$ cat config.mk
export PLATFORM = sky130hd
export DESIGN_NAME = irq_aggregator
export DESIGN_NICKNAME = d
export VERILOG_FILES = /design/src/rtl/irqagg_pkg.sv /design/src/rtl/irqagg_sync.sv /design/src/rtl/irqagg_ctrl.sv /design/src/rtl/irqagg_datapath.sv /design/src/rtl/irq_aggregator.sv
export SDC_FILE = /design/constraint.sdc
export NUM_CORES = 1
export LEC_CHECK = 0
export BUFFER_PORTS_ARGS = -buffer_cell sky130_fd_sc_hd__buf_4
export CAP_MARGIN = 5
export CORE_MARGIN = 3
export CORE_UTILIZATION = 53
export CTS_CLUSTER_DIAMETER = 80
export DETAILED_ROUTE_END_ITERATION = 8
export PLACE_DENSITY = 0.82
export SYNTH_ARGS = -nofsm -noshare
export SYNTH_HDL_FRONTEND = slang
export SYNTH_SLANG_ARGS = --single-unit
$ cat constraint.sdc
create_clock -name clk -period 2.4 [get_ports clk]
set_input_delay 0.36 -clock clk [delete_from_list [all_inputs] [get_ports clk]]
set_output_delay 0.36 -clock clk [all_outputs]
set_load 0.1 [all_outputs]
$ cat src/rtl/irqagg_pkg.sv
package irqagg_pkg;

  // Number of cores served; the register map places one mask of each kind per core.
  localparam int NUM_CORE = 2;

  // Byte offsets of the register map.
  localparam int OFS_STATUS    = 'h00;
  localparam int OFS_IRQ_BASE  = 'h10;
  localparam int OFS_MCHK_BASE = 'h18;
  localparam int OFS_STRIDE    = 4;

  // Strobes from the decoder to the datapath.
  typedef struct packed {
    logic [NUM_CORE-1:0] irqWe;
    logic [NUM_CORE-1:0] mchkWe;
    logic                rdStatus;
    logic [NUM_CORE-1:0] rdIrq;
    logic [NUM_CORE-1:0] rdMchk;
  } ctrlStrobe_t;

endpackage

$ cat src/rtl/irqagg_sync.sv
module irqagg_sync #(
  parameter int WIDTH  = 32,
  parameter int STAGES = 2
) (
  input  logic             clk,
  input  logic             rstN,
  input  logic [WIDTH-1:0] din,
  output logic [WIDTH-1:0] dout
);

  logic [WIDTH-1:0] stage [STAGES];

  always_ff @(posedge clk or negedge rstN) begin
    if (!rstN) begin
      for (int s = 0; s < STAGES; s++) stage[s] <= '0;
    end else begin
      stage[0] <= din;
      for (int s = 1; s < STAGES; s++) stage[s] <= stage[s-1];
    end
  end

  assign dout = stage[STAGES-1];

endmodule

$ cat src/rtl/irqagg_ctrl.sv
module irqagg_ctrl
  import irqagg_pkg::*;
#(
  parameter int ADDR_W = 8
) (
  input  logic [ADDR_W-1:0] busAddr,
  input  logic              busWrEn,
  output ctrlStrobe_t       strobe
);

  // Exact-match decode: unaligned or unlisted offsets select nothing.
  always_comb begin
    strobe = '0;
    strobe.rdStatus = (busAddr == ADDR_W'(OFS_STATUS));
    for (int c = 0; c < NUM_CORE; c++) begin
      if (busAddr == ADDR_W'(OFS_IRQ_BASE + OFS_STRIDE * c)) begin
        strobe.rdIrq[c] = 1'b1;
        strobe.irqWe[c] = busWrEn;
      end
      if (busAddr == ADDR_W'(OFS_MCHK_BASE + OFS_STRIDE * c)) begin
        strobe.rdMchk[c] = 1'b1;
        strobe.mchkWe[c] = busWrEn;
      end
    end
  end

endmodule

$ cat src/rtl/irqagg_datapath.sv
module irqagg_datapath
  import irqagg_pkg::*;
#(
  parameter int NUM_SRC = 32,
  parameter int DATA_W  = 32
) (
  input  logic               clk,
  input  logic               rstN,
  input  logic [NUM_SRC-1:0] status,
  input  logic [DATA_W-1:0]  busWrData,
  input  ctrlStrobe_t        strobe,
  output logic [DATA_W-1:0]  busRdData,
  output logic [NUM_CORE-1:0] coreIrq,
  output logic [NUM_CORE-1:0] coreMchk
);

  logic [NUM_SRC-1:0] irqMask  [NUM_CORE];
  logic [NUM_SRC-1:0] mchkMask [NUM_CORE];
  logic [NUM_SRC-1:0] wrMask;

  assign wrMask = busWrData[NUM_SRC-1:0];

  // Mask registers.
  always_ff @(posedge clk or negedge rstN) begin
    if (!rstN) begin
      for (int c = 0; c < NUM_CORE; c++) begin
        irqMask[c]  <= '0;
        mchkMask[c] <= '0;
      end
    end else begin
      for (int c = 0; c < NUM_CORE; c++) begin
        if (strobe.irqWe[c])  irqMask[c]  <= wrMask;
        if (strobe.mchkWe[c]) mchkMask[c] <= wrMask;
      end
    end
  end

  // Registered request outputs.
  always_ff @(posedge clk or negedge rstN) begin
    if (!rstN) begin
      coreIrq  <= '0;
      coreMchk <= '0;
    end else begin
      for (int c = 0; c < NUM_CORE; c++) begin
        coreIrq[c]  <= |(status & irqMask[c]);
        coreMchk[c] <= |(status & mchkMask[c]);
      end
    end
  end

  // Read mux: decoder strobes are exclusive, so OR-combine.
  always_comb begin
    busRdData = '0;
    if (strobe.rdStatus) busRdData = busRdData | DATA_W'(status);
    for (int c = 0; c < NUM_CORE; c++) begin
      if (strobe.rdIrq[c])  busRdData = busRdData | DATA_W'(irqMask[c]);
      if (strobe.rdMchk[c]) busRdData = busRdData | DATA_W'(mchkMask[c]);
    end
  end

  a_r1_idle_after_reset: assert property (@(posedge clk) disable iff (!rstN)
    !$past(rstN) |-> (coreIrq == '0 && coreMchk == '0));

  for (genvar g = 0; g < NUM_CORE; g++) begin : gChk
    a_r3_irq_mask_lands: assert property (@(posedge clk) disable iff (!rstN)
      strobe.irqWe[g] |=> irqMask[g] == $past(wrMask));
    a_r4_mchk_mask_lands: assert property (@(posedge clk) disable iff (!rstN)
      strobe.mchkWe[g] |=> mchkMask[g] == $past(wrMask));
    a_r9_irq_mask_kept: assert property (@(posedge clk) disable iff (!rstN)
      !strobe.irqWe[g] |=> $stable(irqMask[g]));
    a_r9_mchk_mask_kept: assert property (@(posedge clk) disable iff (!rstN)
      !strobe.mchkWe[g] |=> $stable(mchkMask[g]));
    a_r8_irq_no_self_clear: assert property (@(posedge clk) disable iff (!rstN)
      (coreIrq[g] && (status & irqMask[g]) != '0) |=> coreIrq[g]);
  end

endmodule

$ cat src/rtl/irq_aggregator.sv
module irq_aggregator
  import irqagg_pkg::*;
#(
  parameter int NUM_SRC     = 32,
  parameter int DATA_W      = 32,
  parameter int ADDR_W      = 8,
  parameter int SYNC_STAGES = 2
) (
  input  logic                clk,
  input  logic                rstN,
  input  logic [NUM_SRC-1:0]  srcLevel,
  input  logic [ADDR_W-1:0]   busAddr,
  input  logic                busWrEn,
  input  logic [DATA_W-1:0]   busWrData,
  output logic [DATA_W-1:0]   busRdData,
  output logic [NUM_CORE-1:0] coreIrq,
  output logic [NUM_CORE-1:0] coreMchk
);

  logic [NUM_SRC-1:0] syncLevel;
  ctrlStrobe_t        strobe;

  irqagg_sync #(.WIDTH(NUM_SRC), .STAGES(SYNC_STAGES)) uSync (
    .clk  (clk),
    .rstN (rstN),
    .din  (srcLevel),
    .dout (syncLevel)
  );

  irqagg_ctrl #(.ADDR_W(ADDR_W)) uCtrl (
    .busAddr (busAddr),
    .busWrEn (busWrEn),
    .strobe  (strobe)
  );

  irqagg_datapath #(.NUM_SRC(NUM_SRC), .DATA_W(DATA_W)) uData (
    .clk       (clk),
    .rstN      (rstN),
    .status    (syncLevel),
    .busWrData (busWrData),
    .strobe    (strobe),
    .busRdData (busRdData),
    .coreIrq   (coreIrq),
    .coreMchk  (coreMchk)
  );

endmodule

* Word level (Yosys, flattened, before mapping)
Cells that the tools add are included.
Cells by class: eq/ne operators 4, multiplexer cells 13, bitwise gates (word level) 8, reduce and logical (&&, ||, !) cells 5
Operators with widths (count):
- $mux W32 | 5
- $and A32 B32 Y32 | 4
- $or A32 B32 Y32 | 4
- $reduce_or A32 Y1 | 4
- $eq A8 B5 Y1 const B | 4
- $logic_not A8 Y1 | 1
- $mux W1 | 8
Storage, ports and cells: bits in registers 196, input bits 75, output and inout port bits 36, logic and storage cells 38

* Depth between registers and ports, before layout
Gate-level depths: netlist (run 1).
depth after elaboration 10, depth in mapped cells 6, mapped depth without buffers 3

* By module
From an unflattened synthesis (run 1), not the netlist that was laid out.
Second synthesis, totals: cell total of the unflattened synthesis 584, area, all modules 8159.1 sq um
Modules (own cells, without submodules):
- irqagg_datapath | instances 1, cells an instance 471, area an instance 6167.2 sq um, sequential area each 3303.2 sq um
- irqagg_sync | instances 1, cells an instance 96, area an instance 1841.8 sq um, sequential area each 1601.5 sq um
- irqagg_ctrl | instances 1, cells an instance 17, area an instance 150.1 sq um, sequential area each 0.0 sq um

* Worst setup path before layout (run 1)
No wires, ideal clock.
kind input-to-output, from in busAddr[3], to out busRdData[0], data arrival time 2839 ps, required time 2040 ps, path slack -799 ps, stages on the path 6, path buffers 3, cells stage by stage clkbuf_1 > buf_2 > buf_2 > mux2i_1 > a2bb2oi_1 > o211ai_1
On the way: word-level cells in the longest chain between the ends 10, elaborated cells between the ends (all ways) 18, classes of those cells eq/ne: 4; mux: 9; bitwise: 4; reduce/logical: 1
Ends and longest elaborated chain:
- from (decl) | RTL line irq_aggregator.sv:12 | input logic [ADDR_W-1:0] busAddr,
- $logic_not A8 Y1 | RTL line irqagg_ctrl.sv:14 | strobe.rdStatus = (busAddr == ADDR_W'(OFS_STATUS));
- $mux W32 | RTL line irqagg_datapath.sv:54 | if (strobe.rdStatus) busRdData = busRdData | DATA_W'(status);
- $or A32 B32 Y32 | RTL line irqagg_datapath.sv:56 | if (strobe.rdIrq[c]) busRdData = busRdData | DATA_W'(irqMask[c]);
- $mux W32 | RTL line irqagg_datapath.sv:56
- $or A32 B32 Y32 | RTL line irqagg_datapath.sv:57 | if (strobe.rdMchk[c]) busRdData = busRdData | DATA_W'(mchkMask[c]);
- $mux W32 | RTL line irqagg_datapath.sv:57
- $or A32 B32 Y32 | RTL line irqagg_datapath.sv:56
- $mux W32 | RTL line irqagg_datapath.sv:56
- $or A32 B32 Y32 | RTL line irqagg_datapath.sv:57
- $mux W32 * | RTL line irqagg_datapath.sv:57
- to (decl) | RTL line irq_aggregator.sv:15 | output logic [DATA_W-1:0] busRdData,
Mark *: on every way between the ends. The rest lies on a longest branch, timed or not.

* Final worst setup path (run 1)
from in busAddr[1], to out busRdData[30]
Same word-level chain as after synthesis.

==> metrics.cfg, run 1 <==
[final_layout]
area_growth_pct=23.7
n_fill_cell=1136
nNetsFinal=801
final_util=0.678
diodes=0
seqCellArea_sq_mm=0.00490
drive_above_1_share=0.452
multi_input_area_sq_mm=0.00349
finalInstanceArea_sq_mm=0.0105
layout.cells.non_filler=950

[drt]
via_per_inst=6.79
via_count=6451
routedWlPerCell_um=26.8
wl_mm=25.4
drc_errors=0
drt_pre_antenna_iters=9
drtIter0Drc=987
postRouteAntennaNets=0

[sta]
hold_viol=0
tns_ns=0
slew_headroom=0.645
worstMarginPinSlew_ns=0.528
finalCriticalPeriod_ns=2.29
fin_crit_sh=0.954
rsz0062_at_grt=false
slew_violations=0
fmax_mhz=437
setup_viol=0
finalClockSkew_ns=0.0127

[pwr]
pwr-share-seq=0.479
p_switching_mw=2.06
powerDensity_mw_per_mm2=732
clkPwrFrac=0.405
ir_drop_mv=0.585
leakage_nw=4.85
pwr-share-comb=0.116
switching_share=0.269
intPower_mw=5.60

[clock_tree]
root_buffer=clkbuf_16
clkTransAtPathRegs_ns=0.07
clock-sinks=196
worst_skew_pair.late_latency_ns=0.45
numCtsBuffers=17
cts_tree=yes
cts_htree_levels=4
ctsResizeCount=0
clk_path_buf_depth=2

[global_routing]
grt_max_degree=54
grt_pass1_wl_mm=39.0
grt_pass1_vias=6535
overflow=0
grtUsageTotal=0.293
antenna_found_initial=0

[synthesis]
synth-seq-cells=196
yosysUniqueCellTypes=36
ys_seq_area_frac=0.580
synth.top_cell.area_share=0.580
avgSynthCellArea_sq_um=14.0
ys_warn_count=0
syn_inst=603
synth_fp_nets=678
yosys-top-cells-area=dfrtp_1 (58%), mux2_2 (18%), a22oi_1 (6.2%)
synthesis.area_sq_mm=0.00846
synth_top_area_cell=dfrtp_1

[floorplanning]
core_sq_mm=0.0154
start_util=0.548
die_y_um=132
fp.dieW_um=132
placementRows=45
io_pins=111
die-area_sq_mm=0.0175

[setup_path]
cp_max_fo=17
arrival_ns=1.93
required_ns=2.04
cp-end-kind=output port
critPathLaunchType=primary input
crit_type=in -> out
rr_startpoint=uSync.dout[23]$_DFF_PN0_
cp-startpoint=busAddr[1]

[hold_path]
holdCritPathClass=in -> reg
min_from=srcLevel[15]

[place]
dp_hpwl_mm=17.5
port_buffers=110
globalplace.congestion=0.973
dpl_cell_area_sq_mm=0.00981
dp.cells=917

[flow_run]
max_cap_viol_count=0

[outcome]
status=finished clean

## routing by layer
| metal | up-vias | global-route usage | part of all wire |
|---|---|---|---|
| met1 | 3298 | 0.394 | 0.39 |
| met4 | 0 | 0.120 | 0.038 |
| li1 | 2598 | - | - |
| met2 | 466 | 0.467 | 0.47 |
| met5 | - | 0 | 0 |
| met3 | 89 | 0.0672 | 0.10 |
## repair_timing
| item | 4_1_cts | 5_1_grt |
|---|---|---|
| setup buffers | 0 | 0 |
| hold endpoints to repair | 48 | 0 |
| hold buffers | 1 | 0 |
## per-stage QoR
step / setup slack [ns] / total power [mW] / hold slack, ns
finish: 0.110 / 7.66 / 0.0148
global route: 0.0421 / 7.88 / 0.00548
CTS: 0.135 / 7.67 / 0.00407
detailed placement: 0.131 / 4.59 / 0.335
global placement: 0.186 / 4.56 / 0.332
floorplan: -0.454 / 4.16 / 0.0644
## cell usage after synthesis
cell / instances
a21oi_1: 6
a221o_1: 3
a22o_1: 6
a22oi_1: 70
a2bb2oi_1: 17
and2_1: 2
and3_1: 4
and4_1: 1
buf_1: 2
buf_2: 6
buf_4: 3
buf_6: 3
clkbuf_1: 20
clkinv_1: 1
dfrtp_1: 196
mux2_1: 5
mux2_2: 135
mux2i_1: 20
mux4_2: 6
nand2_1: 9
nand3_1: 17
nand3b_1: 1
nand4_1: 34
nor2_1: 3
nor2b_1: 1
nor3_1: 1
nor3_2: 1
nor4_2: 1
nor4_4: 1
nor4b_1: 1
nor4b_2: 1
o211ai_1: 17
o2bb2ai_1: 3
or2_2: 1
or4_1: 4
or4b_4: 1
## placed cells by master, fill, tap and decap left out, types with 2 or more instances in the layout
| cell type | netlist | routed |
|---|---|---|
| buf_12 | 0 | 9 |
| nand2_1 | 9 | 8 |
| bufinv_16 | 0 | 4 |
| nand3_1 | 17 | 17 |
| a2bb2oi_1 | 17 | 17 |
| o211ai_1 | 17 | 17 |
| and2_1 | 2 | 2 |
| a21oi_4 | 0 | 6 |
| and3_1 | 4 | 4 |
| a22o_2 | 0 | 6 |
| or4_1 | 4 | 4 |
| inv_8 | 0 | 2 |
| mux2_2 | 135 | 135 |
| clkinv_4 | 0 | 5 |
| o2bb2ai_1 | 3 | 3 |
| mux2_1 | 5 | 5 |
| a22oi_1 | 70 | 70 |
| nor2_1 | 3 | 3 |
| mux2i_1 | 20 | 20 |
| nand4_1 | 34 | 34 |
| dfrtp_1 | 196 | 196 |
| a221o_2 | 0 | 3 |
| buf_4 | 3 | 127 |
| inv_6 | 0 | 3 |
| mux4_2 | 6 | 6 |
| clkbuf_16 | 0 | 17 |
## worst paths after layout
kind,endpoint,slack [ns],cells past startpoint
max,busRdData[30],0.11,5
min,uSync.stage[47]$_DFF_PN0_,0.01,1
max reg2reg,uData.coreIrq[1]$_DFF_PN0_,0.69,3
min reg2reg,uSync.dout[7]$_DFF_PN0_,0.34,0
max in group asynchronous,uData.irqMask[51]$_DFFE_PN0P_,1.27,3
min in group asynchronous,uSync.dout[10]$_DFF_PN0_,0.45,2
## power groups by stage
stage	combinational (mW)	sequential [mW]	clock, mW
CTS	0.884	3.65	3.13
global placement	0.853	3.70	0
finish	0.889	3.67	3.11
global route	0.933	3.68	3.27
floorplan	0.318	3.84	0
detailed placement	0.875	3.72	0
## flip-flops by register name (all words and copies together), names as in the netlist
name            flops
uSync.stage        32
uData.irqMask      64
uData.coreIrq       2
uSync.dout         32
uData.coreMchk      2
uData.mchkMask     64
## worst max-delay path, stage by stage
cell and delay, ns:
buf_4 0.13, nor4b_4 0.34, nand2_2 0.31, o211ai_1 0.41, buf_4 0.36
## logic make-up after synthesis
kind of cell           synth area share
and+or+nand+nor                  0.0621
DFF                               0.580
buffers and inverters            0.0204
muxes                             0.226
AOI/OAI and AO/OA                 0.111
## final cells by class
cell class / instances / area share
Tap cell: 211 / 0.0252
Clock buffer: 17 / 0.0407
Inverter: 1 / 0.000359
Multi-Input combinational cell: 372 / 0.333
Timing Repair Buffer: 138 / 0.111
Clock inverter: 15 / 0.0211
Sequential cell: 196 / 0.469
Power figures use the tool's default switching activity.
==> run 2, diff against run 1 <==
--- a/config.mk
+++ b/config.mk
@@ -7,6 +7,7 @@
 export LEC_CHECK = 0
 export BUFFER_PORTS_ARGS = -buffer_cell sky130_fd_sc_hd__buf_4
 export CAP_MARGIN = 5
+export CORE_ASPECT_RATIO = 0.5
 export CORE_MARGIN = 3
 export CORE_UTILIZATION = 53
 export CTS_CLUSTER_DIAMETER = 80
==> run 2 against run 1 <==
Against the previous run:
- the run now ends with design-rule violations left
- sequential share of layout area shrank 0.21 points
- critical path type unchanged
- hold slack lost 0.0026 ns
- clock-buffer cell count grew 1
- non-clock buffer count grew 15
- clock power shrank 5%
- clock skew grew 0.0059 ns
- first-iteration DRC count grew 5.8%
- global-route usage grew 1.0 points
- combinational power shrank 0.6%
- critical endpoint is now busRdData[4]
==> metrics.cfg, run 2 (synthesis gave the netlist of run 1 again) <==
[outcome]
status=finished with violations  ; was finished clean
failed_checks=design-rule violations

[drt]
highest_layer=met4  ; unchanged
drt_pre_antenna_iters=9  ; unchanged
met3_length_mm=3.78  ; was 2.54 mm
via_count=6563  ; was 6451
wl_mm=26.0  ; was 25.4 mm
routedWlPerCell_um=27.3  ; was 26.8 um
drc_errors=13  ; was 0
drtIter0Drc=1044  ; was 987
wl_met1_mm=10.1  ; was 9.88 mm
postRouteAntennaNets=0  ; unchanged
via_per_inst=6.89  ; was 6.79
wl_met2_mm=11.2  ; was 12.0 mm

[sta]
finalCriticalPeriod_ns=2.38  ; was 2.29 ns
worstMarginPinSlew_ns=0.695  ; was 0.528 ns
fmax_mhz=419  ; was 437 MHz
finalClockSkew_ns=0.0186  ; was 0.0127 ns
setup_ws_ns=0.0153  ; was 0.110 ns
rsz0062_at_grt=false  ; unchanged
slew_headroom=0.536  ; was 0.645
hold_viol=0  ; unchanged
setup_viol=0  ; unchanged
slew_violations=0  ; unchanged
fin_crit_sh=0.994  ; was 0.954

[pwr]
powerDensity_mw_per_mm2=716  ; was 732 mW/mm^2
leakage_nw=4.90  ; was 4.85 nW
power_mw=7.53  ; was 7.66 mW
ir_drop_mv=0.556  ; was 0.585 mV

[setup_path]
cp_max_fo=17  ; unchanged
required_ns=2.04  ; about the same
cp-end-kind=output port  ; unchanged
arrival_ns=2.02  ; was 1.93 ns
crit_type=in -> out  ; unchanged
critPathLaunchType=primary input  ; unchanged

[final_layout]
diodes=0  ; unchanged
mostFrequentLayoutCells=dfrtp_1 (196), mux2_2 (135), buf_4 (135), a22oi_1 (70), nand4_1 (34)  ; was dfrtp_1 (196), mux2_2 (135), buf_4 (127), a22oi_1 (70), nand4_1 (34)
drive_above_1_share=0.448  ; was 0.452
layout_commonest_cell=dfrtp_1  ; unchanged
layout.cells.non_filler=952  ; was 950
nNetsFinal=816  ; was 801
finalInstanceArea_sq_mm=0.0105  ; about the same
n_fill_cell=1018  ; was 1136
reg_top3=uData.irqMask (64), uData.mchkMask (64)  ; unchanged
area_growth_pct=24.3  ; was 23.7%

[clock_tree]
ctsResizeCount=0  ; unchanged
postCtsSetupRepairBufs=0  ; unchanged
clkTransAtPathRegs_ns=0.08  ; was 0.07 ns
root_buffer=clkbuf_16  ; unchanged
cts_tree=yes  ; unchanged
clock-sinks=196  ; unchanged
worst_skew_pair.late_latency_ns=0.46  ; was 0.45 ns
numCtsBuffers=17  ; unchanged
cts_hold_buf=5  ; was 1
clk_path_buf_depth=2  ; unchanged
cts_htree_levels=4  ; unchanged

[place]
post-place-ws_ns=0.121  ; was 0.131 ns
dp_hpwl_mm=18.2  ; was 17.5 mm
port_buffers=110  ; unchanged
dp.cells=909  ; was 917
dpl_cell_area_sq_mm=0.00979  ; was 0.00981 sq mm
globalplace.congestion=0.974  ; was 0.973

[floorplanning]
io_pins=111  ; unchanged
die_y_um=95.3  ; was 132 um
placementRows=31  ; was 45
fp.dieW_um=185  ; was 132 um
start_util=0.563  ; was 0.548
die-area_sq_mm=0.0176  ; was 0.0175 sq mm
core_sq_mm=0.0150  ; was 0.0154 sq mm

[global_routing]
grt_pass1_vias=6544  ; was 6535
grt_max_degree=81  ; was 54
antenna_found_initial=0  ; unchanged
grt_pass1_wl_mm=38.8  ; was 39.0 mm
grtUsageTotal=0.304  ; was 0.293
overflow=0  ; unchanged

[hold_path]
holdCritPathClass=in -> reg  ; unchanged

[flow_run]
max_cap_viol_count=0  ; unchanged

-- run 2: cell types whose count changed in the layout (fill, tap and decap cells not counted), moves of 3 or more --
cell,before,now
buf_12,9,6
buf_4,127,135
bufinv_16,4,1
clkinv_4,5,1
dlygate4sd3_1,1,11
inv_8,2,8
-- run 2: worst max-delay path, cell delays in order --
cell and delay, ns:
buf_4 0.13, nor4b_4 0.35, nand2_2 0.34, o211ai_1 0.47
buf_4 0.37
-- run 2: layer usage --
layer,vias to the layer above,global-route usage
li1,2628,-
met1,3304,0.426
met3,109,0.112
met2,522,0.440
met4,0,0.104
met5,-,0
-- run 2: power by group --
part	internal, mW	switching (mW)	leakage, nW
sequential	3.48	0.194	2.56
combinational	0.345	0.539	2.04
clock	1.52	1.45	0.301
total	5.35	2.18	4.90
-- run 2: path summary, 6_finish.rpt --
kind                                            from                        endpoint  slack [ns]  cells after the start
setup / recovery                          busAddr[1]                    busRdData[4]        0.02                      5
min in group asynchronous                       rstN        uSync.dout[20]$_DFF_PN0_        0.48                      2
max in group asynchronous                       rstN  uData.mchkMask[24]$_DFFE_PN0P_        1.20                      3
hold reg to reg            uSync.stage[47]$_DFF_PN0_        uSync.dout[15]$_DFF_PN0_        0.34                      0
hold / removal                          srcLevel[22]       uSync.stage[54]$_DFF_PN0_        0.01                      1
setup reg to reg            uSync.dout[23]$_DFF_PN0_     uData.coreMchk[1]$_DFF_PN0_        0.45                      3
-- run 2: cell type report --
| type | count | area [sq um] | share of cell area |
|---|---|---|---|
| multi-input cells | 372 | 3490 | 0.332 |
| flip-flops and latches | 196 | 4900 | 0.467 |
| well taps | 198 | 248 | 0.0236 |
| clock inverters | 14 | 179 | 0.0170 |
| repair buffers | 153 | 1260 | 0.120 |
| clock buffers | 18 | 429 | 0.0408 |
| inverters | 1 | 3.75 | 0.000357 |
-- run 2: stage by stage --
stage / TNS [ns] / util / hold WS [ns]
2_1_floorplan: -7.62 / - / 0.0644
5_1_grt: 0 / 0.700 / 0.000324
3_3_place_gp: 0 / 0.652 / 0.332
3_5_place_dp: 0 / 0.652 / 0.335
4_1_cts: 0 / 0.696 / 0.00221
6_report: 0 / 0.700 / 0.0122
==> run 3, diff against run 2 <==
--- a/config.mk
+++ b/config.mk
@@ -5,6 +5,7 @@
 export SDC_FILE = /design/constraint.sdc
 export NUM_CORES = 1
 export LEC_CHECK = 0
+export ABC_AREA = 1
 export BUFFER_PORTS_ARGS = -buffer_cell sky130_fd_sc_hd__buf_4
 export CAP_MARGIN = 5
 export CORE_ASPECT_RATIO = 0.5
@@ -13,6 +14,7 @@
 export CTS_CLUSTER_DIAMETER = 80
 export DETAILED_ROUTE_END_ITERATION = 8
 export PLACE_DENSITY = 0.82
+export RECOVER_POWER = 50
 export SYNTH_ARGS = -nofsm -noshare
 export SYNTH_HDL_FRONTEND = slang
 export SYNTH_SLANG_ARGS = --single-unit
==> run 3 against run 2 <==
Against the previous run:
- the flow now finishes without violations
- sequential cell count unchanged
- sequential power down 2%
- register-to-register slack better by 0.53 ns
- routed wire length down 1.5%
- critical path depth up 5
- first-iteration DRC count up 7.7%
- cell area up 3.7%
- clock skew down 0.0051 ns
- sequential share of layout area down 1.7 points
- synthesized area up 9.0%
- clock-buffer cell count unchanged
- critical path type unchanged
- critical endpoint is now busRdData[5]
- highest routed layer unchanged
==> metrics.cfg, run 3 <==
[setup_path]
path_common_cell=nand2_1  ; was buf_4
cp_slowest_stage_delay_ns=0.30  ; was 0.47 ns
required_ns=2.04  ; about the same
crit_slowest_cell=buf_12  ; was o211ai_1
path_cells=buf_4 -> inv_1 -> nand2_1 -> nor2_4 -> buf_12 -> nand3_1 -> nand2_1 -> inv_1 -> nand2_1 -> buf_4  ; was buf_4 -> nor4b_4 -> nand2_2 -> o211ai_1 -> buf_4
critPathLaunchType=primary input  ; unchanged
arrival_ns=1.83  ; was 2.02 ns
cp-end-kind=output port  ; unchanged
cp_max_fo=74  ; was 17
crit_type=in -> out  ; unchanged

[synthesis]
syn_inst=1229  ; was 603
ys_seq_area_frac=0.532  ; was 0.580
synth_fp_nets=1304  ; was 678
synth-seq-cells=196  ; unchanged
synth.most_common_cell=nand2_1  ; was dfrtp_1
synth.top_cell.area_share=0.532  ; was 0.580
synth_ff_type=dfrtp_1  ; unchanged
synthArstFlopShare=1.00  ; unchanged
ys_warn_count=0  ; unchanged
synthesis.area_sq_mm=0.00922  ; was 0.00846 sq mm
synth-edff-count=0  ; unchanged
ys_top_cells_by_count=nand2_1 (519), dfrtp_1 (196), o21ai_0 (140)  ; was dfrtp_1 (196), mux2_2 (135), a22oi_1 (70)
synth_top_area_cell=dfrtp_1  ; unchanged
yosysUniqueCellTypes=17  ; was 36
avgSynthCellArea_sq_um=7.50  ; was 14.0 sq um
yosys-top-cells-area=dfrtp_1 (53%), nand2_1 (21%), o21ai_0 (7.6%)  ; was dfrtp_1 (58%), mux2_2 (18%), a22oi_1 (6.2%)

[place]
port_buffers=110  ; unchanged
dpl_cell_area_sq_mm=0.0103  ; was 0.00979 sq mm
globalplace.congestion=0.863  ; was 0.974
dp_hpwl_mm=16.5  ; was 18.2 mm

[clock_tree]
postCtsSetupRepairBufs=0  ; unchanged
ctsResizeCount=0  ; unchanged
clkTransAtPathRegs_ns=0.08  ; about the same
clock-sinks=196  ; unchanged
numCtsBuffers=17  ; unchanged
cts_tree=yes  ; unchanged
root_buffer=clkbuf_16  ; unchanged
cts_htree_levels=4  ; unchanged
worst_skew_pair.late_latency_ns=0.44  ; was 0.46 ns
clk_path_buf_depth=2  ; unchanged

[floorplanning]
io_pins=111  ; unchanged
die-area_sq_mm=0.0191  ; was 0.0176 sq mm
die_y_um=99.2  ; was 95.3 um
fp.dieW_um=192  ; was 185 um
core_sq_mm=0.0167  ; was 0.0150 sq mm
start_util=0.552  ; was 0.563
placementRows=33  ; was 31

[global_routing]
antenna_found_initial=0  ; unchanged
grt_pass1_wl_mm=41.7  ; was 38.8 mm
grt_pass1_vias=8403  ; was 6544
overflow=0  ; unchanged
grt_max_degree=75  ; was 81
grtUsageTotal=0.277  ; was 0.304

[sta]
hold_viol=0  ; unchanged
tns_ns=0  ; unchanged
fin_crit_sh=0.912  ; was 0.994
worstMarginPinSlew_ns=0.778  ; was 0.695 ns
finalClockSkew_ns=0.0136  ; was 0.0186 ns
slew_headroom=0.481  ; was 0.536
finalCriticalPeriod_ns=2.19  ; was 2.38 ns
rsz0062_at_grt=false  ; unchanged
setup_viol=0  ; unchanged
fmax_mhz=457  ; was 419 MHz
slew_violations=0  ; unchanged

[flow_run]
max_cap_viol_count=0  ; unchanged

[final_layout]
area_growth_pct=18.2  ; was 24.3%
drive_above_1_share=0.132  ; was 0.448
mostFrequentLayoutCells=nand2_1 (520), dfrtp_1 (196), o21ai_0 (140), nor2_1 (108), nand3_1 (97)  ; was dfrtp_1 (196), mux2_2 (135), buf_4 (135), a22oi_1 (70), nand4_1 (34)
layout_commonest_cell=nand2_1  ; was dfrtp_1
diodes=0  ; unchanged
nNetsFinal=1401  ; was 816
reg_top3=uData.irqMask (64), uData.mchkMask (64)  ; unchanged
finalInstanceArea_sq_mm=0.0109  ; was 0.0105 sq mm
n_fill_cell=1416  ; was 1018

[drt]
via_count=8599  ; was 6563
drtIter0Drc=1124  ; was 1044
routedWlPerCell_um=16.4  ; was 27.3 um
drt_pre_antenna_iters=5  ; was 9
wl_mm=25.6  ; was 26.0 mm
drc_errors=0  ; was 13
via_per_inst=5.49  ; was 6.89
postRouteAntennaNets=0  ; unchanged

[pwr]
powerDensity_mw_per_mm2=643  ; was 716 mW/mm^2
leakage_nw=6.04  ; was 4.90 nW
ir_drop_mv=0.597  ; was 0.556 mV

[outcome]
status=finished clean  ; was finished with violations

[hold_path]
holdCritPathClass=in -> reg  ; unchanged

[run 3: cell count changes in the layout (fill, tap and decap cells not counted), moves of 46 or more]
cell	change
mux2_2	-135
nor2_1	+105
a22oi_1	-70
o21ai_0	+140
nand2_1	+512
buf_4	-46
inv_1	+91
nand3_1	+80
[run 3: where the power goes]
group / internal [mW] / switching, mW
combinational: 0.200 / 0.393
sequential: 3.49 / 0.130
clock: 1.41 / 1.39
total: 5.10 / 1.91
[run 3: worst paths after layout]
check                                           endpoint  depth (start not counted)  slack (ns)                       from
setup / recovery                            busRdData[5]                         10        0.21                 busAddr[6]
max in group asynchronous  uData.irqMask[39]$_DFFE_PN0P_                          3        0.70                       rstN
setup reg to reg              uData.coreIrq[0]$_DFF_PN0_                          6        0.98   uSync.dout[26]$_DFF_PN0_
min in group asynchronous      uSync.stage[44]$_DFF_PN0_                          2        0.47                       rstN
hold / removal                 uSync.stage[52]$_DFF_PN0_                          1        0.04               srcLevel[20]
hold reg to reg                 uSync.dout[28]$_DFF_PN0_                          0        0.34  uSync.stage[60]$_DFF_PN0_
[run 3: worst max-delay path, delay by kind of cell]
family        cells  cell delay [ns]
buf+inv           5             0.81
simple gates      5             0.58
[run 3: final cells by class]
| type | instances | area, sq um | area share |
|---|---|---|---|
| clock buffer | 18 | 439 | 0.0403 |
| inverter | 93 | 349 | 0.0320 |
| sequential | 196 | 4900 | 0.450 |
| multi-input combinational | 883 | 3670 | 0.337 |
| timing repair buffer | 135 | 1110 | 0.102 |
| clock inverter | 14 | 138 | 0.0126 |
| tap | 227 | 284 | 0.0261 |
[run 3: cell families after synthesis]
logic type,synth area share
simple gates,0.318
buf+inv,0.0698
flops,0.532
compound gates,0.0798
[run 3: metrics by stage]
stage / util / worst slack, ns / std cells / hold WS, ns / power [mW]
2_1_floorplan: - / 0.172 / 1229 / 0.0644 / 3.93
3_3_place_gp: 0.620 / 0.325 / 1533 / 0.332 / 4.24
3_5_place_dp: 0.620 / 0.268 / 1533 / 0.335 / 4.27
4_1_cts: 0.655 / 0.265 / 1566 / 0.00803 / 7.07
5_1_grt: 0.653 / 0.153 / 1566 / 0.0282 / 7.29
6_report: 0.653 / 0.211 / 1566 / 0.0395 / 7.01
[run 3: routing by layer]
layer	GRT usage	wire, um	vias to the layer above	share of wire
met5	0	0	-	0
met4	0.102	534	0	0.021
met3	0.0458	2250	60	0.088
met2	0.441	12000	450	0.47
met1	0.389	10900	4083	0.43
li1	-	-	4006	-
[run 3: what timing repair did]
item,in CTS,in global routing
setup endpoints to repair,0,0
hold endpoints to repair,62,0
hold buffers,1,0
